--- config.mk ---
export PLATFORM = sky130hd
export DESIGN_NAME = qenc_counter
export DESIGN_NICKNAME = d
export VERILOG_FILES = /design/src/rtl/qenc_pkg.sv /design/src/rtl/qenc_sync.sv /design/src/rtl/qenc_step_decode.sv /design/src/rtl/qenc_wrap_counter.sv /design/src/rtl/qenc_counter.sv
export SDC_FILE = /design/constraint.sdc
export NUM_CORES = 1
export LEC_CHECK = 0
export ABC_AREA = 1
export BUFFER_PORTS_ARGS = -buffer_cell sky130_fd_sc_hd__buf_2
export CELL_PAD_IN_SITES_DETAIL_PLACEMENT = 1
export CELL_PAD_IN_SITES_GLOBAL_PLACEMENT = 2
export CORE_ASPECT_RATIO = 0.9
export CORE_MARGIN = 4
export CORE_UTILIZATION = 34
export CTS_BUF_LIST = sky130_fd_sc_hd__clkbuf_4
export CTS_CLUSTER_SIZE = 24
export DETAILED_ROUTE_END_ITERATION = 10
export GPL_TIMING_DRIVEN = 1
export PLACE_DENSITY_LB_ADDON = 0.1
export RECOVER_POWER = 100
export SYNTH_ARGS = -nofsm -noshare
export SYNTH_HDL_FRONTEND = slang
export SYNTH_SLANG_ARGS = --single-unit
--- constraint.sdc ---
create_clock -name clk -period 2.2 [get_ports clk]
set_input_delay 0 -clock clk [delete_from_list [all_inputs] [get_ports clk]]
set_output_delay 0 -clock clk [all_outputs]
set_load 0.02 [all_outputs]
--- src/rtl/qenc_pkg.sv ---
package qenc_pkg;

  typedef enum logic [1:0] {
    EDGE_RISE     = 2'd0,
    EDGE_FALL     = 2'd1,
    EDGE_BOTH     = 2'd2,
    EDGE_BOTH_ALT = 2'd3
  } edge_sel_t;

  typedef struct packed {
    logic up;
    logic dn;
  } step_t;

  // Direction decode for a single admitted edge; the level of the
  // pin that did not move decides the sign.
  function automatic step_t quad_step(
    input logic a_r, input logic a_f,
    input logic b_r, input logic b_f,
    input logic a_lvl, input logic b_lvl);
    step_t s;
    s.up = (a_r & ~b_lvl) | (b_r &  a_lvl) | (a_f &  b_lvl) | (b_f & ~a_lvl);
    s.dn = (a_r &  b_lvl) | (b_r & ~a_lvl) | (a_f & ~b_lvl) | (b_f &  a_lvl);
    return s;
  endfunction

endpackage

--- src/rtl/qenc_sync.sv ---
module qenc_sync #(
  parameter int STAGES = 2
) (
  input  logic clk,
  input  logic rst_n,
  input  logic din,
  output logic level,
  output logic rise,
  output logic fall
);
  localparam int LAST = STAGES - 1;

  logic [STAGES-1:0] chain;
  logic              prev;

  always_ff @(posedge clk or negedge rst_n) begin
    if (!rst_n) begin
      chain <= '0;
      prev  <= 1'b0;
    end else begin
      chain[0] <= din;
      for (int i = 1; i < STAGES; i++) chain[i] <= chain[i-1];
      prev <= chain[LAST];
    end
  end

  assign level = chain[LAST];
  assign rise  = chain[LAST] & ~prev;
  assign fall  = ~chain[LAST] & prev;
endmodule

--- src/rtl/qenc_step_decode.sv ---
module qenc_step_decode
  import qenc_pkg::*;
(
  input  logic      quad_mode,
  input  edge_sel_t edge_sel,
  input  logic      a_lvl,
  input  logic      b_lvl,
  input  logic      a_rise,
  input  logic      a_fall,
  input  logic      b_rise,
  input  logic      b_fall,
  output logic      step_up,
  output logic      step_dn
);
  logic  use_rise, use_fall;
  logic  a_chg, b_chg;
  step_t qs;

  always_comb begin
    use_rise = (edge_sel != EDGE_FALL);
    use_fall = (edge_sel != EDGE_RISE);
    a_chg    = a_rise | a_fall;
    b_chg    = b_rise | b_fall;
    qs       = quad_step(a_rise & use_rise, a_fall & use_fall,
                         b_rise & use_rise, b_fall & use_fall,
                         a_lvl, b_lvl);
    step_up  = 1'b0;
    step_dn  = 1'b0;
    if (!quad_mode) begin
      step_up = (a_rise & use_rise) | (a_fall & use_fall);
    end else if (!(a_chg && b_chg)) begin
      step_up = qs.up;
      step_dn = qs.dn;
    end
  end
endmodule

--- src/rtl/qenc_wrap_counter.sv ---
module qenc_wrap_counter #(
  parameter int               CNT_W    = 16,
  parameter logic [CNT_W-1:0] MAX_CEIL = '1
) (
  input  logic             clk,
  input  logic             rst_n,
  input  logic             ceil_load,
  input  logic [CNT_W-1:0] ceil_value,
  input  logic             step_up,
  input  logic             step_dn,
  output logic [CNT_W-1:0] count,
  output logic [CNT_W-1:0] ceil_q,
  output logic             dir_down
);
  localparam logic [CNT_W-1:0] ZERO = '0;
  localparam logic [CNT_W-1:0] ONE  = CNT_W'(1);

  function automatic logic [CNT_W-1:0] next_up(
    input logic [CNT_W-1:0] c, input logic [CNT_W-1:0] top);
    return (c >= top) ? ZERO : c + ONE;
  endfunction

  function automatic logic [CNT_W-1:0] next_dn(
    input logic [CNT_W-1:0] c, input logic [CNT_W-1:0] top);
    return (c == ZERO) ? top : c - ONE;
  endfunction

  function automatic logic [CNT_W-1:0] clamp_ceil(input logic [CNT_W-1:0] v);
    return (v > MAX_CEIL) ? MAX_CEIL : v;
  endfunction

  always_ff @(posedge clk or negedge rst_n) begin
    if (!rst_n) begin
      count    <= ZERO;
      ceil_q   <= MAX_CEIL;
      dir_down <= 1'b0;
    end else if (ceil_load) begin
      ceil_q <= clamp_ceil(ceil_value);
      count  <= ZERO;
    end else if (step_up) begin
      count    <= next_up(count, ceil_q);
      dir_down <= 1'b0;
    end else if (step_dn) begin
      count    <= next_dn(count, ceil_q);
      dir_down <= 1'b1;
    end
  end
endmodule

--- src/rtl/qenc_counter.sv ---
module qenc_counter
  import qenc_pkg::*;
#(
  parameter int               CNT_W       = 16,
  parameter logic [CNT_W-1:0] MAX_CEIL    = '1,
  parameter int               SYNC_STAGES = 2
) (
  input  logic             clk,
  input  logic             rst_n,
  input  logic             in_a,
  input  logic             in_b,
  input  logic             quad_mode,
  input  logic [1:0]       edge_sel,
  input  logic             ceil_load,
  input  logic [CNT_W-1:0] ceil_value,
  output logic [CNT_W-1:0] count,
  output logic             dir_down
);
  localparam int NCH = 2;

  logic [NCH-1:0]   pin_raw, pin_lvl, pin_rise, pin_fall;
  logic             step_up, step_dn;
  logic [CNT_W-1:0] ceil_q;

  assign pin_raw = {in_b, in_a};

  for (genvar c = 0; c < NCH; c++) begin : g_ch
    qenc_sync #(.STAGES(SYNC_STAGES)) i_sync (
      .clk   (clk),
      .rst_n (rst_n),
      .din   (pin_raw[c]),
      .level (pin_lvl[c]),
      .rise  (pin_rise[c]),
      .fall  (pin_fall[c])
    );
  end

  qenc_step_decode i_dec (
    .quad_mode (quad_mode),
    .edge_sel  (edge_sel_t'(edge_sel)),
    .a_lvl     (pin_lvl[0]),
    .b_lvl     (pin_lvl[1]),
    .a_rise    (pin_rise[0]),
    .a_fall    (pin_fall[0]),
    .b_rise    (pin_rise[1]),
    .b_fall    (pin_fall[1]),
    .step_up   (step_up),
    .step_dn   (step_dn)
  );

  qenc_wrap_counter #(.CNT_W(CNT_W), .MAX_CEIL(MAX_CEIL)) i_cnt (
    .clk        (clk),
    .rst_n      (rst_n),
    .ceil_load  (ceil_load),
    .ceil_value (ceil_value),
    .step_up    (step_up),
    .step_dn    (step_dn),
    .count      (count),
    .ceil_q     (ceil_q),
    .dir_down   (dir_down)
  );
endmodule

==> flow_metrics.tcl, run 1 <==
set metrics [dict create \
    grt.total_usage_pct 21.0 \
    seq_power_share_pct 23.1 \
    post_synth_inst_count 509 \
    switching_power_mw 2.26 \
    dieArea_um2 11800 \
    areaGrowthSynthToFinish_pct 18.9 \
    hold_viol 0 \
    worst-path-buf-inv 1 \
    timing.critical_path.arrival_ns 2.34 \
    timing.critical_path.slowest_cell_delay_ns 0.54 \
    cts.root.buffer_cell "clkbuf_4" \
    drt-vias-per-instance 4.95 \
    synth.cell_area_um2 3430 \
    globalRoute.totalOverflow 0 \
    postSynthRegisterBits 39 \
    crit_path_start_kind "flop" \
    p_leak_nw 2.15 \
    design.core.area_um2 9740 \
    timing.setup.tns_ns 0 \
    synth_edf_count 0 \
    clock_transition_at_the_registers_of_the_reported_paths_ns 0.13 \
    final_net_count 630 \
    antenna-diode-count 0 \
    port_buffers 40 \
    fillerInstances 1319 \
    synth.area.top_cells "nand2_1, dfrtp_1, dfstp_2" \
    seq_area_frac_synth_pct 29.1 \
    post-synth-top-count-cell "nand2_1" \
    drive_above_1_share_pct 18.7 \
    final-max-slew-violation-count 0 \
    count_of_nets_left_with_antenna_violations_after_detail_routing 0 \
    fin_crit_sh_pct 91.9 \
    syn-num-nets 556 \
    number_of_global_route_vias_before_repair 3729 \
    sw_frac_of_total_pct 53.9 \
    status "completed" \
    timing.critical_path.cells "inv_1 > ha_1 > nand2_1 > nor2_1 > and2_1 > nor2_1 > nand2_1 > nand2_1 > nand2_1 > o21ai_0 > nand2_1 > nand2_1" \
    worst_ep_required_time_ns 2.52 \
    antenna_found_initial 0 \
    floorplan.io_pins 41 \
    drcViolationCount 0 \
    place.gp.congestion 0.829 \
    synth_top_flop_cell "dfrtp_1" \
    cts-buffers-inserted 5 \
    wl_per_cell_um 16.2 \
    wire_length_of_the_first_global_routing_pass_mm 19.5 \
    setup.worst_path.end_class "flop" \
    finalSetupViolCount 0 \
    cpMostUsedCell "nand2_1" \
    tritoncts "done" \
    grt_setup_unrepaired "yes" \
    synth_area_leader_cell "nand2_1" \
    grt_start_max_net_pins 40 \
    timing_worst_slew_pin_value_ns 1.04 \
    maximum_level_of_the_cts_h_tree 2 \
    count_of_synthesis_stage_warnings_from_yosys 0 \
    p_int_mw 1.93 \
    fmax_ghz 0.495 \
    worst_r2r_startpoint "i_cnt.ceil_q[3]" \
    power_per_cell_area_nw_per_um2 1030 \
    timing.hold.worst.start "ceil_load" \
    floorplan.die.height_um 103 \
    critical_path_peak_fanout 7 \
    ys_types 31 \
    clock_latency_at_the_later_pin_of_the_worst_skew_pair_ns 0.37 \
    setup.worst_path.start "i_cnt.ceil_q[3]" \
    synth_top_cell_area_share_pct 17.6 \
    drtPass1Iterations 4 \
    min_path_type "in -> reg" \
    worst_ir_drop_vdd_v 0.000588 \
    timing.clock.skew_ns 0.0104 \
    postSynthAreaPerCell_um2 6.74 \
    synth_common_cells "nand2_1, nand3_1, inv_1" \
    max_slew_margin_pct 30.8 \
    die_w_um 114 \
    holdWs_ns 0.104 \
    routed-via-count 3511 \
    cpMaxStageDelayCell "dfstp_2" \
    max-clock-path-buffers 2 \
    dr.first_iter.drc_count 125 \
    async_flop_share_pct 100 \
    cap_viol_max_count 0 \
    post_route_utilization_pct 41.8 \
    cts_sinks 39 \
    share_clk_of_total_power_pct 10.0 \
    detail_route.wirelength_mm 11.5 \
    std_cell_rows 34 \
    setup.worst_path.class "reg -> reg" \
    critPathTopFamily "simple AND/OR/NAND/NOR gates" \
    min_period_ns 2.02 \
    start_util_pct 35.2 \
    postCtsSetupBuffers 0 \
    post-dp-hpwl_mm 9.02 \
    p_comb_share_pct 66.9 \
]
-- repair_timing --
item,CTS,global route
setup endpoints to repair,15,16
pin swaps,0,1
resized for setup,1,2
hold buffers,19,0
endpoints found under the hold margin,41,0
-- logic make-up (layout without fill, tap and decap cells) --
kind of cell | after synthesis | in the layout | share of synthesized area (%)
flops | 39 | 39 | 29.1
fa+ha+maj | 23 | 23 | 8.39
buf+inv | 81 | 156 | 10.9
compound gates | 47 | 47 | 7.37
simple gates | 309 | 309 | 41.7
xor+xnor | 10 | 10 | 2.55
-- stage by stage --
step | setup WS [ns] | area, um2 | cells | power [mW]
floorplan | 0.212 | 3430 | 509 | 2.93
global placement | -0.00853 | 3850 | 683 | 3.73
detailed placement | -0.0222 | 3850 | 683 | 3.80
CTS | 0.0935 | 4100 | 710 | 4.27
global route | -0.0259 | 4080 | 710 | 4.62
finish | 0.178 | 4080 | 710 | 4.20
-- layout make-up --
type / instances / area, um2 / share of cell area (%)
timing repair buffer: 86 / 556 / 13.6
sequential: 39 / 996 / 24.4
tap: 126 / 158 / 3.87
inverter: 62 / 234 / 5.74
multi-input combinational: 389 / 2070 / 50.9
clock inverter: 1 / 5.00 / 0.123
clock buffer: 7 / 52.6 / 1.29
-- sequential cells by signal, indices dropped and copies added, names as in the netlist --
register,flops
g_ch.i_sync.chain,4
i_cnt.count,16
i_cnt.dir_down,1
g_ch.i_sync.prev,2
i_cnt.ceil_q,16
-- worst paths after layout --
path	slack, ns	cells after the start	to
setup / recovery	0.18	12	i_cnt.count[5]
hold / removal	0.10	4	i_cnt.ceil_q[6]
setup reg to reg	0.18	12	i_cnt.count[5]
hold reg to reg	0.36	0	g_ch[1].i_sync.chain[1]
max in group asynchronous	1.23	2	i_cnt.count[15]
min in group asynchronous	0.33	2	g_ch[0].i_sync.chain[0]
-- cells in the final DEF (no fill, tap or decap), drive strengths merged --
| master | synthesis | routed |
|---|---|---|
| nand2 | 172 | 172 |
| nand3 | 75 | 75 |
| inv | 61 | 61 |
| buf | 15 | 52 |
| nor2 | 51 | 51 |
| o21ai | 38 | 38 |
| ha | 23 | 23 |
| dfrtp | 23 | 23 |
| clkbuf | 4 | 22 |
| dlygate4sd3 | 0 | 19 |
| dfstp | 16 | 16 |
| a21oi | 8 | 8 |
| nand4 | 7 | 7 |
| xor2 | 7 | 7 |
| xnor2 | 3 | 3 |
| clkinv | 1 | 2 |
| nor3 | 2 | 2 |
| and2 | 1 | 1 |
| nor4 | 1 | 1 |
| o21bai | 1 | 1 |
-- power by group through the flow --
stage               logic [mW]  clock network, mW  registers, mW
detailed placement        2.82                  0          0.985
global placement          2.75                  0          0.983
finish                    2.81              0.421          0.968
global route              3.16              0.470          0.985
CTS                       2.86              0.441          0.972
floorplan                 1.86                  0           1.08
-- layer usage --
layer / track usage [%] / routed length (um)
met1: 29.3 / 5630
met2: 35.2 / 5290
met3: 2.56 / 437
met4: 4.57 / 132
met5: 0 / 0
-- worst register-to-register path: stages, from the launching register on --
cell and delay [ns]:
dfstp_2 0.54, inv_1 0.06, ha_1 0.29, nand2_1 0.11, nor2_1 0.06, and2_1 0.15, nor2_1 0.11, nand2_1 0.07
nand2_1 0.08, nand2_1 0.16, o21ai_0 0.22, nand2_1 0.07, nand2_1 0.05
Power figures use the tool's default switching activity.
==> run 2, diff against run 1 <==
CORE_UTILIZATION = 33   (was 34)
SYNTH_HIERARCHICAL = 1   (was default)
==> flow_metrics.tcl, run 2 <==
set metrics [dict create \
    status "finished, violations left" \
    violations "capacitance limit, slew limit" \
    most_frequent_cells_in_the_layout "nand2_1, inv_1, nand3_1" \
    groute.layer.met2.usage_pct 32.5 \
    timing.clock.skew_ns 0.0185 \
    std_cell_rows 33 \
    wl_per_cell_um 15.8 \
    cts-buffers-inserted 5 \
    power_per_cell_area_nw_per_um2 1070 \
    tritoncts "done" \
    post_synth_inst_count 469 \
    syn-num-nets 512 \
    wire_length_of_the_first_global_routing_pass_mm 17.7 \
    max-clock-path-buffers 2 \
    drive_above_1_share_pct 21.5 \
    cts_sinks 39 \
    min_path_type "in -> reg" \
    fin_crit_sh_pct 94.1 \
    cap_viol_max_count 1 \
    final_net_count 604 \
    grt-busiest-layer "met2" \
    maximum_level_of_the_cts_h_tree 2 \
    timing.critical_path.slowest_cell_delay_ns 0.43 \
    timing.setup.tns_ns 0 \
    crit_path_start_kind "flop" \
    final-max-slew-violation-count 31 \
    drtPass1Iterations 4 \
    ys_types 36 \
    min_period_ns 2.07 \
    timing.critical_path.arrival_ns 2.36 \
    finalSetupViolCount 0 \
    count_of_synthesis_stage_warnings_from_yosys 6 \
    setup.worst_path.end_class "flop" \
    fmax_ghz 0.483 \
    synth_edf_count 0 \
    count_of_nets_left_with_antenna_violations_after_detail_routing 0 \
    clock_transition_at_the_registers_of_the_reported_paths_ns 0.14 \
    met3_grt_util_pct 2.51 \
    detail_route.wirelength_mm 10.8 \
    cts.root.buffer_cell "clkbuf_4" \
    synth.cell_area_um2 3200 \
    critical_path_peak_fanout 5 \
    final.setup.worst_slack_ns 0.129 \
    grt_start_max_net_pins 32 \
    routed-via-count 3278 \
    postSynthRegisterBits 39 \
    pre_cts_slack_ns -0.00293 \
    synth_top_flop_cell "dfrtp_1" \
    dieArea_um2 11300 \
    seq_area_frac_synth_pct 31.1 \
    post-synth-top-count-cell "nand2_1" \
    timing_worst_slew_pin_value_ns 1.93 \
    antenna_found_initial 0 \
    drcViolationCount 0 \
    hold_viol 0 \
    areaGrowthSynthToFinish_pct 25.3 \
    clock_latency_at_the_later_pin_of_the_worst_skew_pair_ns 0.35 \
    grt.total_usage_pct 19.6 \
    setup.worst_path.class "reg -> reg" \
    synth.area.top_cells "dfrtp_1, nand2_1, dfstp_2" \
    postSynthAreaPerCell_um2 6.83 \
    p_leak_nw 2.09 \
    worst_ep_required_time_ns 2.49 \
    async_flop_share_pct 100 \
    post-dp-hpwl_mm 8.57 \
    number_of_global_route_vias_before_repair 3395 \
    synth_common_cells "nand2_1, inv_1, nor2_1" \
    synth_top_cell_area_share_pct 18.0 \
    holdWs_ns 0.0370 \
    max_slew_margin_pct -28.7 \
    worst_ir_drop_vdd_v 0.000303 \
    start_util_pct 34.5 \
    floorplan.io_pins 41 \
    floorplan.die.height_um 101 \
    top_regs "i_cnt/ceil_q x16, i_cnt/count x16, g_ch.i_sync/chain x4" \
    totalPowerFinal_mw 4.27 \
    dr.first_iter.drc_count 104 \
    grt_setup_unrepaired "yes" \
    groute.layer.met1.usage_pct 27.9 \
    timing.critical_path.cells "inv_1 > nor2_2 > a21boi_2 > nand2_1 > nand2_1 > nor2_1 > nor2_1 > nor2_1 > nor2_2 > buf_4 > nand2_1 > nor2_1 > nand3_1 > nand2_1 > nand2_1 > nand2_1" \
    antenna-diode-count 0 \
    synth_area_leader_cell "dfrtp_1" \
    place.gp.congestion 0.832 \
    post_route_utilization_pct 43.2 \
    port_buffers 40 \
    cpMaxStageDelayCell "dfrtp_2" \
    cpMostUsedCell "nand2_1" \
    drt-vias-per-instance 4.79 \
    most_frequent_standard_cell_in_the_layout_excluding_fill_and_tap_cells "nand2_1" \
    die_w_um 112 \
    design.core.area_um2 9290 \
    globalRoute.totalOverflow 0 \
]
run 2: cell types whose count changed after synthesis, moves of 4 or more:
cell	before	now
ha_1	23	19
buf_6	7	3
buf_2	5	1
nor2_1	35	46
nand2_2	8	4
a21oi_1	6	12
xor2_1	7	15
nand3_1	74	45
inv_1	60	65
nand2_1	161	136
run 2: timing repair:
item / CTS / global route
pin swaps: 0 / 5
hold buffers: 19 / 0
setup buffers: 0 / 5
setup endpoints to repair: 4 / 16
endpoints found under the hold margin: 41 / 0
gates resized for setup: 1 / 15
run 2: cell families (layout without fill, tap and decap cells):
kind of cell               count (synthesis)  count (layout)  share of synthesized area, %
and+or+nand+nor                          259             259                          36.9
buffers and inverters                     79             172                          10.2
AOI/OAI and AO/OA                         57              57                          9.93
DFF                                       39              39                          31.1
adders and majority gates                 19              19                          7.42
xor gates and xnor gates                  15              15                          4.10
muxes                                      1               1                         0.352
run 2: layout make-up:
cell class                      instances  area (um2)
Multi-Input combinational cell        351        1930
Clock buffer                            5        37.5
Fill cell                            1255        5280
Timing Repair Buffer                   96         619
Sequential cell                        39         997
Inverter                               68         258
Tap cell                              122         153
Clock inverter                          3        13.8
run 2: metrics by stage:
stage | cell area, um2 | std cells
floorplan | 3200 | 469
global placement | 3720 | 652
detailed placement | 3720 | 652
CTS | 3970 | 679
global route | 4010 | 684
finish | 4010 | 684
run 2: per-layer routing:
metal,up-vias,share of wire [%]
met1,1554,51
met5,-,0
met4,0,0.91
met3,6,2.9
li1,1669,-
met2,49,45
run 2: final timing paths:
| path | start | end | slack, ns | cells past startpoint |
|---|---|---|---|---|
| min in group asynchronous | rst_n | g_ch[1].i_sync/prev | 0.71 | 2 |
| max in group asynchronous | rst_n | g_ch[0].i_sync/chain[1] | 0.27 | 2 |
| max | g_ch[0].i_sync/chain[1] | i_cnt/count[14] | 0.13 | 16 |
| max reg2reg | g_ch[0].i_sync/chain[1] | i_cnt/count[14] | 0.13 | 16 |
| min | ceil_load | i_cnt/dir_down | 0.04 | 3 |
| min reg2reg | g_ch[0].i_sync/chain[0] | g_ch[0].i_sync/chain[1] | 0.38 | 0 |
run 2: worst max-delay path: cells and delay by family (launching register included):
kind	cells	cell delay [ns]
AND/OR/NAND/NOR	13	1.15
flip-flops	1	0.43
buffers and inverters	2	0.22
AO/OA/AOI/OAI	1	0.19
run 2: where the power goes:
| group | internal, mW | leakage, nW | switching (mW) | total (mW) |
|---|---|---|---|---|
| Sequential | 0.864 | 0.463 | 0.141 | 1.00 |
| Clock | 0.119 | 0.0306 | 0.257 | 0.376 |
| Combinational | 0.984 | 1.59 | 1.91 | 2.89 |
| Total | 1.97 | 2.09 | 2.31 | 4.27 |
==> run 3, diff against run 2 <==
BUFFER_PORTS_ARGS = default   (was -buffer_cell sky130_fd_sc_hd__buf_2)
CAP_MARGIN = 10   (was default)
CORE_UTILIZATION = 37   (was 33)
DONT_BUFFER_PORTS = 1   (was default)
MAX_ROUTING_LAYER = met4   (was default)
==> flow_metrics.tcl, run 3 (same netlist as run 2, synthesis figures left out) <==
set metrics [dict create \
    grt_start_max_net_pins 40 \
    grt.total_usage_pct 22.6 \
    fin_crit_sh_pct 92.9 \
    final_net_count 564 \
    p_leak_nw 2.00 \
    top_regs "i_cnt/ceil_q x16, i_cnt/count x16, g_ch.i_sync/chain x4" \
    floorplan.die.height_um 96.3 \
    dr.first_iter.drc_count 164 \
    most_frequent_cells_in_the_layout "nand2_1, inv_1, nand3_1" \
    final-max-slew-violation-count 0 \
    antenna-diode-count 0 \
    worst-path-buf-inv 2 \
    post_layout_nonfiller_instances 637 \
    floorplan.io_pins 41 \
    cts-buffers-inserted 5 \
    drive_above_1_share_pct 19.2 \
    detail_route.wirelength_mm 10.8 \
    drtPass1Iterations 4 \
    tritoncts "done" \
    placed_cells_incl_taps 603 \
    min_path_type "in -> reg" \
    post_route_utilization_pct 47.3 \
    clock_transition_at_the_registers_of_the_reported_paths_ns 0.14 \
    setup.worst_path.end_class "flop" \
    antenna_found_initial 0 \
    timing.hold.worst.start "quad_mode" \
    timing.critical_path.slowest_cell_delay_ns 0.55 \
    worst_r2r_startpoint "i_cnt/ceil_q[6]" \
    die_w_um 106 \
    drcViolationCount 0 \
    worst_ir_drop_vdd_v 0.000378 \
    start_util_pct 38.9 \
    hold_viol 0 \
    port_buffers 0 \
    timing_worst_slew_pin_value_ns 1.10 \
    timing.critical_path.arrival_ns 2.29 \
    post-dp-hpwl_mm 8.28 \
    drt-vias-per-instance 5.04 \
    place.gp.congestion 0.830 \
    timing.clock.skew_ns 0.0126 \
    critPathTopFamily "simple AND/OR/NAND/NOR gates" \
    cts_sinks 39 \
    wire_length_of_the_first_global_routing_pass_mm 17.3 \
    max-clock-path-buffers 2 \
    setup.worst_path.class "reg -> reg" \
    grt_setup_unrepaired "yes" \
    cpMaxStageDelayCell "dfstp_2" \
    max_slew_margin_pct 26.5 \
    cpMostUsedCell "nand2_1" \
    critical_path_peak_fanout 6 \
    routed-via-count 3210 \
    setup.worst_path.start "i_cnt/ceil_q[6]" \
    dieArea_um2 10200 \
    cap_viol_max_count 0 \
    count_of_nets_left_with_antenna_violations_after_detail_routing 0 \
    worst_ep_required_time_ns 2.45 \
    maximum_level_of_the_cts_h_tree 2 \
    most_frequent_standard_cell_in_the_layout_excluding_fill_and_tap_cells "nand2_1" \
    timing.critical_path.cells "inv_1 > ha_1 > nand2_1 > nor2_1 > and2_1 > nor2_1 > nand2_1 > nand2_2 > buf_4 > nand3_1 > nand2_1 > nand2_1 > nand2_1" \
    std_cell_rows 31 \
    wl_per_cell_um 16.9 \
    number_of_global_route_vias_before_repair 3222 \
    fmax_ghz 0.489 \
    min_period_ns 2.04 \
    finalSetupViolCount 0 \
    design.core.area_um2 8220 \
    cts.root.buffer_cell "clkbuf_4" \
    globalRoute.totalOverflow 0 \
    crit_path_start_kind "flop" \
    power_per_cell_area_nw_per_um2 1130 \
    clock_latency_at_the_later_pin_of_the_worst_skew_pair_ns 0.36 \
    status "completed" \
    areaGrowthSynthToFinish_pct 21.6 \
]
run 3: where the power goes:
part           internal [mW]  leakage [nW]  switching [mW]
registers              0.865         0.464           0.136
clock network          0.240        0.0432           0.274
logic                  0.971          1.49            1.89
run 3: final cells by class:
class | instances | area (um2)
timing repair buffer | 56 | 484
multi-input combinational | 351 | 1930
sequential | 39 | 997
tap | 115 | 144
fill | 1085 | 4330
clock buffer | 5 | 37.5
clock inverter | 3 | 42.5
inverter | 68 | 258
run 3: final timing paths:
path	end	depth (start not counted)	slack, ns
setup / recovery	i_cnt/count[14]	13	0.16
max in group asynchronous	g_ch[0].i_sync/chain[1]	2	1.08
min in group asynchronous	i_cnt/count[10]	2	0.40
hold / removal	i_cnt/count[11]	7	0.15
hold reg to reg	g_ch[1].i_sync/chain[1]	0	0.36
setup reg to reg	i_cnt/count[14]	13	0.16
run 3: metal layers:
| layer | GRT usage [%] | up-vias | share of wire, % |
|---|---|---|---|
| li1 | - | 1587 | - |
| met1 | 31.1 | 1558 | 49 |
| met2 | 36.8 | 60 | 46 |
| met3 | 3.02 | 5 | 4.5 |
| met4 | 2.91 | 0 | 0.33 |
| met5 | - | - | 0 |
run 3: tightest hold or removal path, stage by stage:
cell	delay, ns
inv_1	0.02
o21ai_0	0.06
nand2_1	0.07
buf_4	0.17
nand2_1	0.07
nand2_1	0.05
nand2_1	0.05
run 3: timing repair:
item,4_1_cts,5_1_grt
setup endpoints to repair,6,16
endpoints found under the hold margin,66,0
pin swaps,0,1
setup buffers,0,5
resized for setup,2,18
hold buffers,21,0
run 3: stage by stage:
step / area [um2] / TNS, ns / hold WS (ns) / power, mW / setup WS (ns)
floorplan: 3200 / 0 / -0.296 / 2.97 / 0.156
global placement: 3500 / -0.0295 / -0.294 / 3.71 / -0.0202
detailed placement: 3500 / -0.246 / -0.294 / 3.76 / -0.0986
CTS: 3810 / 0 / 0.124 / 4.37 / 0.0424
global route: 3890 / -0.0401 / 0.176 / 4.77 / -0.0401
finish: 3890 / 0 / 0.153 / 4.38 / 0.157
